**src/rtl/dacu_pkg.sv**
```systemverilog
package dacu_pkg;
  localparam int NUM_CMP       = 2;
  localparam int HIT_W         = 2 * NUM_CMP;
  localparam int STAT_W        = HIT_W + 1;
  localparam int IMPRECISE_BIT = HIT_W;
  localparam int CTRL_W        = 14;
  localparam int MODE_LSB      = 4;
  localparam int PRIV_LSB      = 6;
  localparam int SPACE_LSB     = 10;

  typedef enum logic [1:0] {
    SEL_CMP_A = 2'd0,
    SEL_CMP_B = 2'd1,
    SEL_CTRL  = 2'd2,
    SEL_CLEAR = 2'd3
  } wr_sel_e;

  typedef enum logic [1:0] {
    MODE_EXACT     = 2'd0,
    MODE_MASKED    = 2'd1,
    MODE_RANGE     = 2'd2,
    MODE_EXACT_ALT = 2'd3
  } match_mode_e;

  typedef struct packed {
    logic ldCmpA;
    logic ldCmpB;
    logic ldCtrl;
    logic clrStatus;
    logic accumulate;
    logic commit;
    logic discard;
    logic markImprecise;
  } dp_strobe_t;
endpackage

```
**src/rtl/dacu_datapath.sv**
```systemverilog
module dacu_datapath
  import dacu_pkg::*;
#(
  parameter int ADDR_W = 32
) (
  input  logic              clk,
  input  logic              rstN,
  input  dp_strobe_t        strb,
  input  logic [ADDR_W-1:0] wrData,
  input  logic              accValid,
  input  logic [ADDR_W-1:0] accAddr,
  input  logic              accStore,
  input  logic              accUser,
  input  logic              accSpace,
  input  logic              accSecondHalf,
  output logic [STAT_W-1:0] status,
  output logic              anyHit
);
  logic [ADDR_W-1:0] cmpA;
  logic [ADDR_W-1:0] cmpB;
  logic [CTRL_W-1:0] ctrl;
  logic [HIT_W-1:0]  hitNow;
  logic [HIT_W-1:0]  pending;
  logic [HIT_W-1:0]  hitAll;
  logic [STAT_W-1:0] setBits;
  logic [STAT_W-1:0] clrBits;
  match_mode_e       mode;

  assign mode = match_mode_e'(ctrl[MODE_LSB +: 2]);

  // configuration registers
  always_ff @(posedge clk or negedge rstN) begin
    if (!rstN) begin
      cmpA <= '0;
      cmpB <= '0;
      ctrl <= '0;
    end else begin
      if (strb.ldCmpA) cmpA <= wrData;
      if (strb.ldCmpB) cmpB <= wrData;
      if (strb.ldCtrl) ctrl <= wrData[CTRL_W-1:0];
    end
  end

  // one comparator slice per compare register
  for (genvar gi = 0; gi < NUM_CMP; gi++) begin : g_cmp
    localparam bit IS_PRIMARY = (gi == 0);
    logic [ADDR_W-1:0] ownVal;
    logic [1:0]        typeEn;
    logic [1:0]        privSel;
    logic [1:0]        spaceSel;
    logic              addrMatch;
    logic              qualOk;
    logic              eligible;

    assign ownVal   = IS_PRIMARY ? cmpA : cmpB;
    assign typeEn   = ctrl[2*gi +: 2];
    assign privSel  = ctrl[PRIV_LSB + 2*gi +: 2];
    assign spaceSel = ctrl[SPACE_LSB + 2*gi +: 2];

    always_comb begin
      case (mode)
        MODE_MASKED: addrMatch = IS_PRIMARY && (((accAddr ^ cmpA) & cmpB) == '0);
        MODE_RANGE:  addrMatch = IS_PRIMARY && (accAddr >= cmpA) && (accAddr <= cmpB);
        default:     addrMatch = (accAddr == ownVal);
      endcase
    end

    assign qualOk   = (!privSel[1] || (privSel[0] == accUser)) &&
                      (!spaceSel[1] || (spaceSel[0] == accSpace));
    assign eligible = accValid && !accSecondHalf && addrMatch && qualOk;

    assign hitNow[2*gi]     = eligible && !accStore && typeEn[0];
    assign hitNow[2*gi + 1] = eligible &&  accStore && typeEn[1];
  end

  assign hitAll = pending | hitNow;
  assign anyHit = |hitAll;

  // hits held for the life of the instruction
  always_ff @(posedge clk or negedge rstN) begin
    if (!rstN)                           pending <= '0;
    else if (strb.commit || strb.discard) pending <= '0;
    else if (strb.accumulate)            pending <= hitAll;
  end

  // sticky status, set wins over clear
  always_comb begin
    setBits = '0;
    if (strb.commit) begin
      setBits[HIT_W-1:0]    = hitAll;
      setBits[IMPRECISE_BIT] = strb.markImprecise && anyHit;
    end
    clrBits = strb.clrStatus ? wrData[STAT_W-1:0] : '0;
  end

  always_ff @(posedge clk or negedge rstN) begin
    if (!rstN) status <= '0;
    else       status <= (status & ~clrBits) | setBits;
  end
endmodule

```
**src/rtl/dacu_control.sv**
```systemverilog
module dacu_control
  import dacu_pkg::*;
(
  input  logic       clk,
  input  logic       rstN,
  input  logic       wrEn,
  input  logic [1:0] wrSel,
  input  logic       instrDone,
  input  logic       dsFault,
  input  logic       multiIntr,
  input  logic       dbgEnable,
  input  logic       anyHit,
  output dp_strobe_t strb,
  output logic       evtFire,
  output logic       evtImprecise,
  output logic       saveLsAddr
);
  logic reportNow;

  always_comb begin
    strb               = '0;
    strb.ldCmpA        = wrEn && (wr_sel_e'(wrSel) == SEL_CMP_A);
    strb.ldCmpB        = wrEn && (wr_sel_e'(wrSel) == SEL_CMP_B);
    strb.ldCtrl        = wrEn && (wr_sel_e'(wrSel) == SEL_CTRL);
    strb.clrStatus     = wrEn && (wr_sel_e'(wrSel) == SEL_CLEAR);
    strb.discard       = multiIntr;
    strb.commit        = (instrDone || dsFault) && !multiIntr;
    strb.accumulate    = !(strb.commit || strb.discard);
    strb.markImprecise = strb.commit && dsFault;
  end

  assign reportNow = strb.commit && anyHit;

  always_ff @(posedge clk or negedge rstN) begin
    if (!rstN) begin
      evtFire      <= 1'b0;
      evtImprecise <= 1'b0;
      saveLsAddr   <= 1'b0;
    end else begin
      evtFire      <= reportNow && dbgEnable;
      evtImprecise <= reportNow && dbgEnable && dsFault;
      saveLsAddr   <= reportNow && dsFault;
    end
  end
endmodule

```
**src/rtl/daddr_watch.sv**
```systemverilog
module daddr_watch
  import dacu_pkg::*;
#(
  parameter int ADDR_W = 32
) (
  input  logic              clk,
  input  logic              rstN,
  input  logic              wrEn,
  input  logic [1:0]        wrSel,
  input  logic [ADDR_W-1:0] wrData,
  input  logic              accValid,
  input  logic [ADDR_W-1:0] accAddr,
  input  logic              accStore,
  input  logic              accUser,
  input  logic              accSpace,
  input  logic              accSecondHalf,
  input  logic              instrDone,
  input  logic              dsFault,
  input  logic              multiIntr,
  input  logic              dbgEnable,
  output logic [4:0]        status,
  output logic              evtFire,
  output logic              evtImprecise,
  output logic              saveLsAddr
);
  dp_strobe_t strb;
  logic       anyHit;

  dacu_control u_ctrl (
    .clk(clk), .rstN(rstN), .wrEn(wrEn), .wrSel(wrSel),
    .instrDone(instrDone), .dsFault(dsFault), .multiIntr(multiIntr),
    .dbgEnable(dbgEnable), .anyHit(anyHit), .strb(strb),
    .evtFire(evtFire), .evtImprecise(evtImprecise), .saveLsAddr(saveLsAddr)
  );

  dacu_datapath #(.ADDR_W(ADDR_W)) u_dp (
    .clk(clk), .rstN(rstN), .strb(strb), .wrData(wrData),
    .accValid(accValid), .accAddr(accAddr), .accStore(accStore),
    .accUser(accUser), .accSpace(accSpace), .accSecondHalf(accSecondHalf),
    .status(status), .anyHit(anyHit)
  );
endmodule

```
**config.mk**
```make
export PLATFORM = sky130hd
export DESIGN_NAME = daddr_watch
export DESIGN_NICKNAME = d
export VERILOG_FILES = /design/src/rtl/dacu_pkg.sv /design/src/rtl/dacu_datapath.sv /design/src/rtl/dacu_control.sv /design/src/rtl/daddr_watch.sv
export SDC_FILE = /design/constraint.sdc
export NUM_CORES = 1
export LEC_CHECK = 0
export BUFFER_PORTS_ARGS = -buffer_cell sky130_fd_sc_hd__buf_2
export CAP_MARGIN = 5
export CORE_AREA = 2 2 127 129
export DETAILED_ROUTE_END_ITERATION = 6
export DIE_AREA = 0 0 129 131
export PLACE_DENSITY = 0.65
export SYNTH_ARGS = -nofsm -noshare
export SYNTH_HDL_FRONTEND = slang
export SYNTH_HIERARCHICAL = 1
export SYNTH_SLANG_ARGS = --single-unit
```
**constraint.sdc**
```tcl
create_clock -name clk -period 5.43 [get_ports clk]
set_input_delay 0.543 -clock clk [delete_from_list [all_inputs] [get_ports clk]]
set_output_delay 0.543 -clock clk [all_outputs]
set_load 0.01 [all_outputs]
```
=== After elaboration in Yosys (flattened, before gate mapping) ===
Cells that the tools add are included.

* Magnitude comparators: 2
* Equality and inequality tests: 11
* Muxes and demuxes: 5
* Bitwise logic cells: 6
* Reduce and logical (&&, ||, !) cells: 44

{| class="wikitable"
|+ Operators with widths
! kind !! number
|-
| equality test 32 bit || 2
|-
| AND 32 bit || 1
|-
| greater-or-equal comparator 32 bit || 1
|-
| <= comparator 32 bit || 1
|-
| logical NOT 32 bit || 1
|-
| bitwise XOR 32 bit || 1
|-
| logical AND 1 bit || 27
|-
| 2-to-1 mux 5 bit || 2
|-
| logical NOT 1 bit || 7
|-
| equality test 2 bit, second input constant || 3
|-
| logical OR 1 bit || 6
|-
| AND 5 bit || 1
|-
| inverter 5 bit || 1
|-
| OR 5 bit || 1
|-
| equality test 1 bit || 4
|-
| equality test 2 x 1 -> 1 bit, second input constant || 2
|-
| 2-to-1 mux 4 bit || 1
|-
| OR 4 bit || 1
|-
| OR reduction 4 bit || 1
|-
| logical NOT 2 bit || 1
|-
| one-hot mux 1 bit (2 select lines) || 1
|-
| OR reduction 2 bit || 1
|-
| 2-to-1 mux 1 bit || 1
|}

* Flip-flop bits (word level): 90
* Output and inout port bits: 8
* Logic and storage cells: 76

=== Longest topological paths before layout ===
* Depth after elaboration: 13
* Gate-level depth with buffers: 11
* Gate-level depth less buffers: 11

=== By module ===
The synthesis kept the hierarchy.

{| class="wikitable"
|+ By module, submodules not included
! module !! instances !! cells an instance !! area an instance (um^2) !! sequential area each (um^2)
|-
| dacu_datapath || 1 || 567 || 5206.2 || 2177.1
|-
| dacu_control || 1 || 17 || 161.4 || 75.1
|}

=== Least setup slack after synthesis ===
OpenSTA, ideal clock, no wires.

* Kind: in2reg
* Start: input port accAddr[0]
* End: register u_dp.status[0]
* Data arrival time: 2428 ps
* Data required time: 5297 ps
* Slack: 2869 ps
* Stages: 9
* Path buffers: 0
* Cells stage by stage: inv_1 ha_1 nand2b_4 a2111oi_4 nor4_1 o31a_1 o211a_4 a2111oi_2 nor3_2

* Word-level cells in the longest chain between the ends: 11

{| class="wikitable"
|+ Ends and longest elaborated chain
! item !! RTL line !! source
|-
| start: declaration || daddr_watch.sv:12 || <nowiki>input logic [ADDR_W-1:0] accAddr,</nowiki>
|-
| parallel branches: the longest is 3 deep, another holds greater-or-equal comparator 32 bit || n/a ||
|-
| one-hot mux 1 bit (2 select lines) * || dacu_datapath.sv:61 || <nowiki>case (mode)</nowiki>
|-
| logical AND 1 bit * (2 in series) || dacu_datapath.sv:70 || <nowiki>assign eligible = accValid && !accSecondHalf && addrMatch && qualOk;</nowiki>
|-
| logical AND 1 bit * (2 in series) || dacu_datapath.sv:72 || <nowiki>assign hitNow[2*gi] = eligible && !accStore && typeEn[0];</nowiki>
|-
| OR 4 bit * || dacu_datapath.sv:76 || <nowiki>assign hitAll = pending | hitNow;</nowiki>
|-
| 2-to-1 mux 5 bit * || dacu_datapath.sv:89 || <nowiki>if (strb.commit) begin</nowiki>
|-
| OR 5 bit * || dacu_datapath.sv:98 || <nowiki>else status <= (status & ~clrBits) | setBits;</nowiki>
|-
| end signal: assignment || dacu_datapath.sv:98 ||
|-
| end: declaration || dacu_datapath.sv:16 || <nowiki>output logic [STAT_W-1:0] status,</nowiki>
|}

Every way passes the cells marked *.
A chain may end at the register's enable or synchronous reset.

=== Worst setup path in the final report ===
* Start: register u_dp.cmpB[27]
* End: register u_ctrl.evtFire

* Word-level cells in the longest chain between the ends: 11

{| class="wikitable"
|+ Ends and longest elaborated chain
! item !! RTL line !! source
|-
| start: declaration || dacu_datapath.sv:20 || <nowiki>logic [ADDR_W-1:0] cmpB;</nowiki>
|-
| start signal: assignment || dacu_datapath.sv:39 || <nowiki>if (strb.ldCmpB) cmpB <= wrData;</nowiki>
|-
| <= comparator 32 bit / AND 32 bit (equally long branches) || dacu_datapath.sv:63, dacu_datapath.sv:62 ||
|-
| logical AND 1 bit / logical NOT 32 bit (equally long branches) || dacu_datapath.sv:63, dacu_datapath.sv:62 ||
|-
| one-hot mux 1 bit (2 select lines) || dacu_datapath.sv:61 ||
|-
| logical AND 1 bit (2 in series) || dacu_datapath.sv:70 ||
|-
| logical AND 1 bit (on tied branches) (2 in series) || dacu_datapath.sv:72, dacu_datapath.sv:73 ||
|-
| OR 4 bit * || dacu_datapath.sv:76 ||
|-
| OR reduction 4 bit * || dacu_datapath.sv:77 || <nowiki>assign anyHit = |hitAll;</nowiki>
|-
| named net anyHit || daddr_watch.sv:27 || <nowiki>logic anyHit;</nowiki>
|-
| logical AND 1 bit * || dacu_control.sv:32 || <nowiki>assign reportNow = strb.commit && anyHit;</nowiki>
|-
| logical AND 1 bit * || dacu_control.sv:40 || <nowiki>evtFire <= reportNow && dbgEnable;</nowiki>
|-
| end signal: assignment || dacu_control.sv:40 ||
|-
| end: declaration || dacu_control.sv:14 || <nowiki>output logic evtFire,</nowiki>
|}

The timed path passes the listed nets; every way through them passes the cells marked *.

==> impl_metrics.toml <==
[drt]
via_count = 4382
viasPerCell = 4.95
dr.pass1.iters = 5
drc = 0
drt-initial-drc-count = 289
antenna_left = 0
avgRoutedWirePerCell_um = 15.8
wl_um = 14000

[grt]
grt_antenna_before_repair = 0
track_usage_pct = 17.4
overflow = 0
grt_max_degree = 64
grt_pass1_wl_um = 22200
grt_pass1_vias = 4197

[yosys]
syn-num-nets = 728
synth_largest_area_cell = "dfrtp_1"
synth_top_area_share_pct = 42.0
ys_seq_area_share_pct = 42.0
synth_xor_xnor_area_share_pct = 0.653
synth.distinct_cells = 52
ys_top_cells_by_area = "dfrtp_1, ha_1, o21ai_0"
synth-edff-count = 0
synth-simple-area-share_pct = 15.8
synth_commonest_cells = "nand2_1, dfrtp_1, o21ai_0"
synthCells = 584
avgSynthCellArea_sq_um = 9.19
syn-cell-area_sq_um = 5370
synthArstFlopShare_pct = 100
ys_seq_elements = 90
synth_ff_type = "dfrtp_1"
synth.most_common_cell = "nand2_1"
ys_warn_count = 6
synth_top_family_by_area = "compound AO/OA/AOI/OAI gates"
synth_adder_area_share_pct = 15.4
synth-compound-area-share_pct = 17.1
synthMuxAreaShare_pct = 2.94

[sta]
tightest_slew_ps = 703
tns_ps = 0
fmax_mhz = 358
setup_viol = 0
fin_skew_ps = 7.50
post-route-period-util_pct = 51.5
drv_slew = 0
rsz0062_at_grt = "false"
period_minus_slack_ps = 2800
relSlewSlack_pct = 53.1
hold_viol = 0

[pwr]
p_total_uw = 2150
power_density_nw_per_um2 = 335
vdd_drop_max_v = 0.000179
leakagePower_uw = 0.00309

[clock_tree]
cts_setup_buffers = 0
cts_resized = 0
clk_latency_ps = 350
cts_tree = "done"
clk_pin_slew_worst_paths_ps = 60
clockRootBuffer = "clkbuf_16"
holdBufCountCts = 0
clock_path_buffers = 2
cts_buffers = 9
htreeDepth = 3
cts_num_sinks = 90

[placed_design]
dp.final_hpwl_um = 11000
port_buffers = 85
gpl.final_weighted_congestion = 0.844
dpl_cell_area_sq_um = 6030

[cells_and_area]
syn2layout_area_growth_pct = 19.6
finalInstanceArea_sq_um = 6420
fillers = 1558
nets = 809
drive_above_1_share_pct = 19.6
diodes = 0

[die]
start_util_pct = 34.4
rows = 46
core_area_sq_um = 15600
ioPinCount = 86
dieArea_sq_um = 16900
die_w_um = 129
die_h_um = 131

[worst_setup_path]
crit_path_max_fanout = 6
end_kind = "flip-flop"
worstPathArrival_ps = 3070
startpoint_type = "flip-flop"
setup.worst_path.class = "flip-flop to flip-flop"
r2r_slack_ps = 2630
required_ps = 5700

[outcome]
status = "completed"

[hold_path]
hold_class = "input pin to asynchronous set/reset pin"

[job]
max_cap_violations = 0
-- registers in the layout, indices dropped and copies added, names as in the netlist --
signal               count
u_ctrl/evtFire           1
u_ctrl/saveLsAddr        1
u_ctrl/evtImprecise      1
u_dp/ctrl               14
u_dp/pending             4
u_dp/cmpA               32
u_dp/status              5
u_dp/cmpB               32
-- final timing paths --
path,end,depth (start not counted),startpoint
setup / recovery,u_ctrl/evtFire,11,u_dp/cmpB[27]
hold / removal,u_dp/cmpB[16],1,rstN
setup reg to reg,u_ctrl/evtFire,11,u_dp/cmpB[27]
hold reg to reg,u_dp/status[2],2,u_dp/status[2]
max in group asynchronous,u_dp/cmpB[0],2,rstN
min in group clk,u_dp/cmpA[28],3,wrData[28]
-- cells by family (layout without fill, tap and decap cells) --
family,count (synthesis),in the layout
AO/OA/AOI/OAI,149,149
buffers and inverters,88,173
multiplexers,14,14
XOR/XNOR,4,4
AND/OR/NAND/NOR,173,173
adder cells (fa/ha/maj),66,66
flip-flops,90,90
-- cells in the final DEF, fill, tap and decap left out, types with 10 or more instances in the layout --
cell,netlist,layout
a21oi_1,28,28
nand2_1,94,94
ha_1,66,66
dfrtp_1,90,90
buf_2,0,84
mux2_2,14,14
o22ai_1,10,10
nand4_1,17,17
inv_1,70,70
nor2_1,11,10
o21ai_0,74,74
-- area by class of cell --
class                           count  area [sq um]  share of cell area (%)
Inverter                           70           263                    4.09
Tap cell                          216           270                    4.21
Clock buffer                       10           239                    3.72
Timing Repair Buffer               88           450                    7.02
Sequential cell                    90          2250                    35.1
Multi-Input combinational cell    406          2790                    43.5
Clock inverter                      5           150                    2.34
-- power breakdown --
group | internal (uW) | switching [uW] | total (uW) | leakage [uW]
combinational | 215 | 313 | 529 | 0.00178
clock | 553 | 261 | 813 | 0.000189
sequential | 770 | 37.9 | 808 | 0.00112
total | 1540 | 612 | 2150 | 0.00309
-- metal layers --
metal	share of wire (%)	wire length, um	track usage [%]
met4	1.4	189	5.12
met1	47	6600	23.5
met3	4.8	676	3.62
met2	47	6510	28.4
met5	0	0	0
-- stage by stage --
stage / worst slack (ps) / cells / hold slack (ps) / util (%)
after floorplan: 2870 / 584 / 247 / -
after global placement: 2450 / 870 / 457 / 38.7
after detailed placement: 2380 / 870 / 466 / 38.7
after CTS: 2660 / 885 / 208 / 41.2
after global routing: 2440 / 885 / 228 / 41.2
final: 2630 / 885 / 182 / 41.2
-- critical path, cell delays in order, from the launching register on --
cell	delay, ps
dfrtp_1	330
inv_1	70
ha_1	320
nand4_1	160
or4_4	580
nor3_4	290
nand3b_1	200
o211a_4	220
a21oi_1	80
o21ai_1	240
nand2_1	70
nor3_1	150
Power figures use the tool's default switching activity.
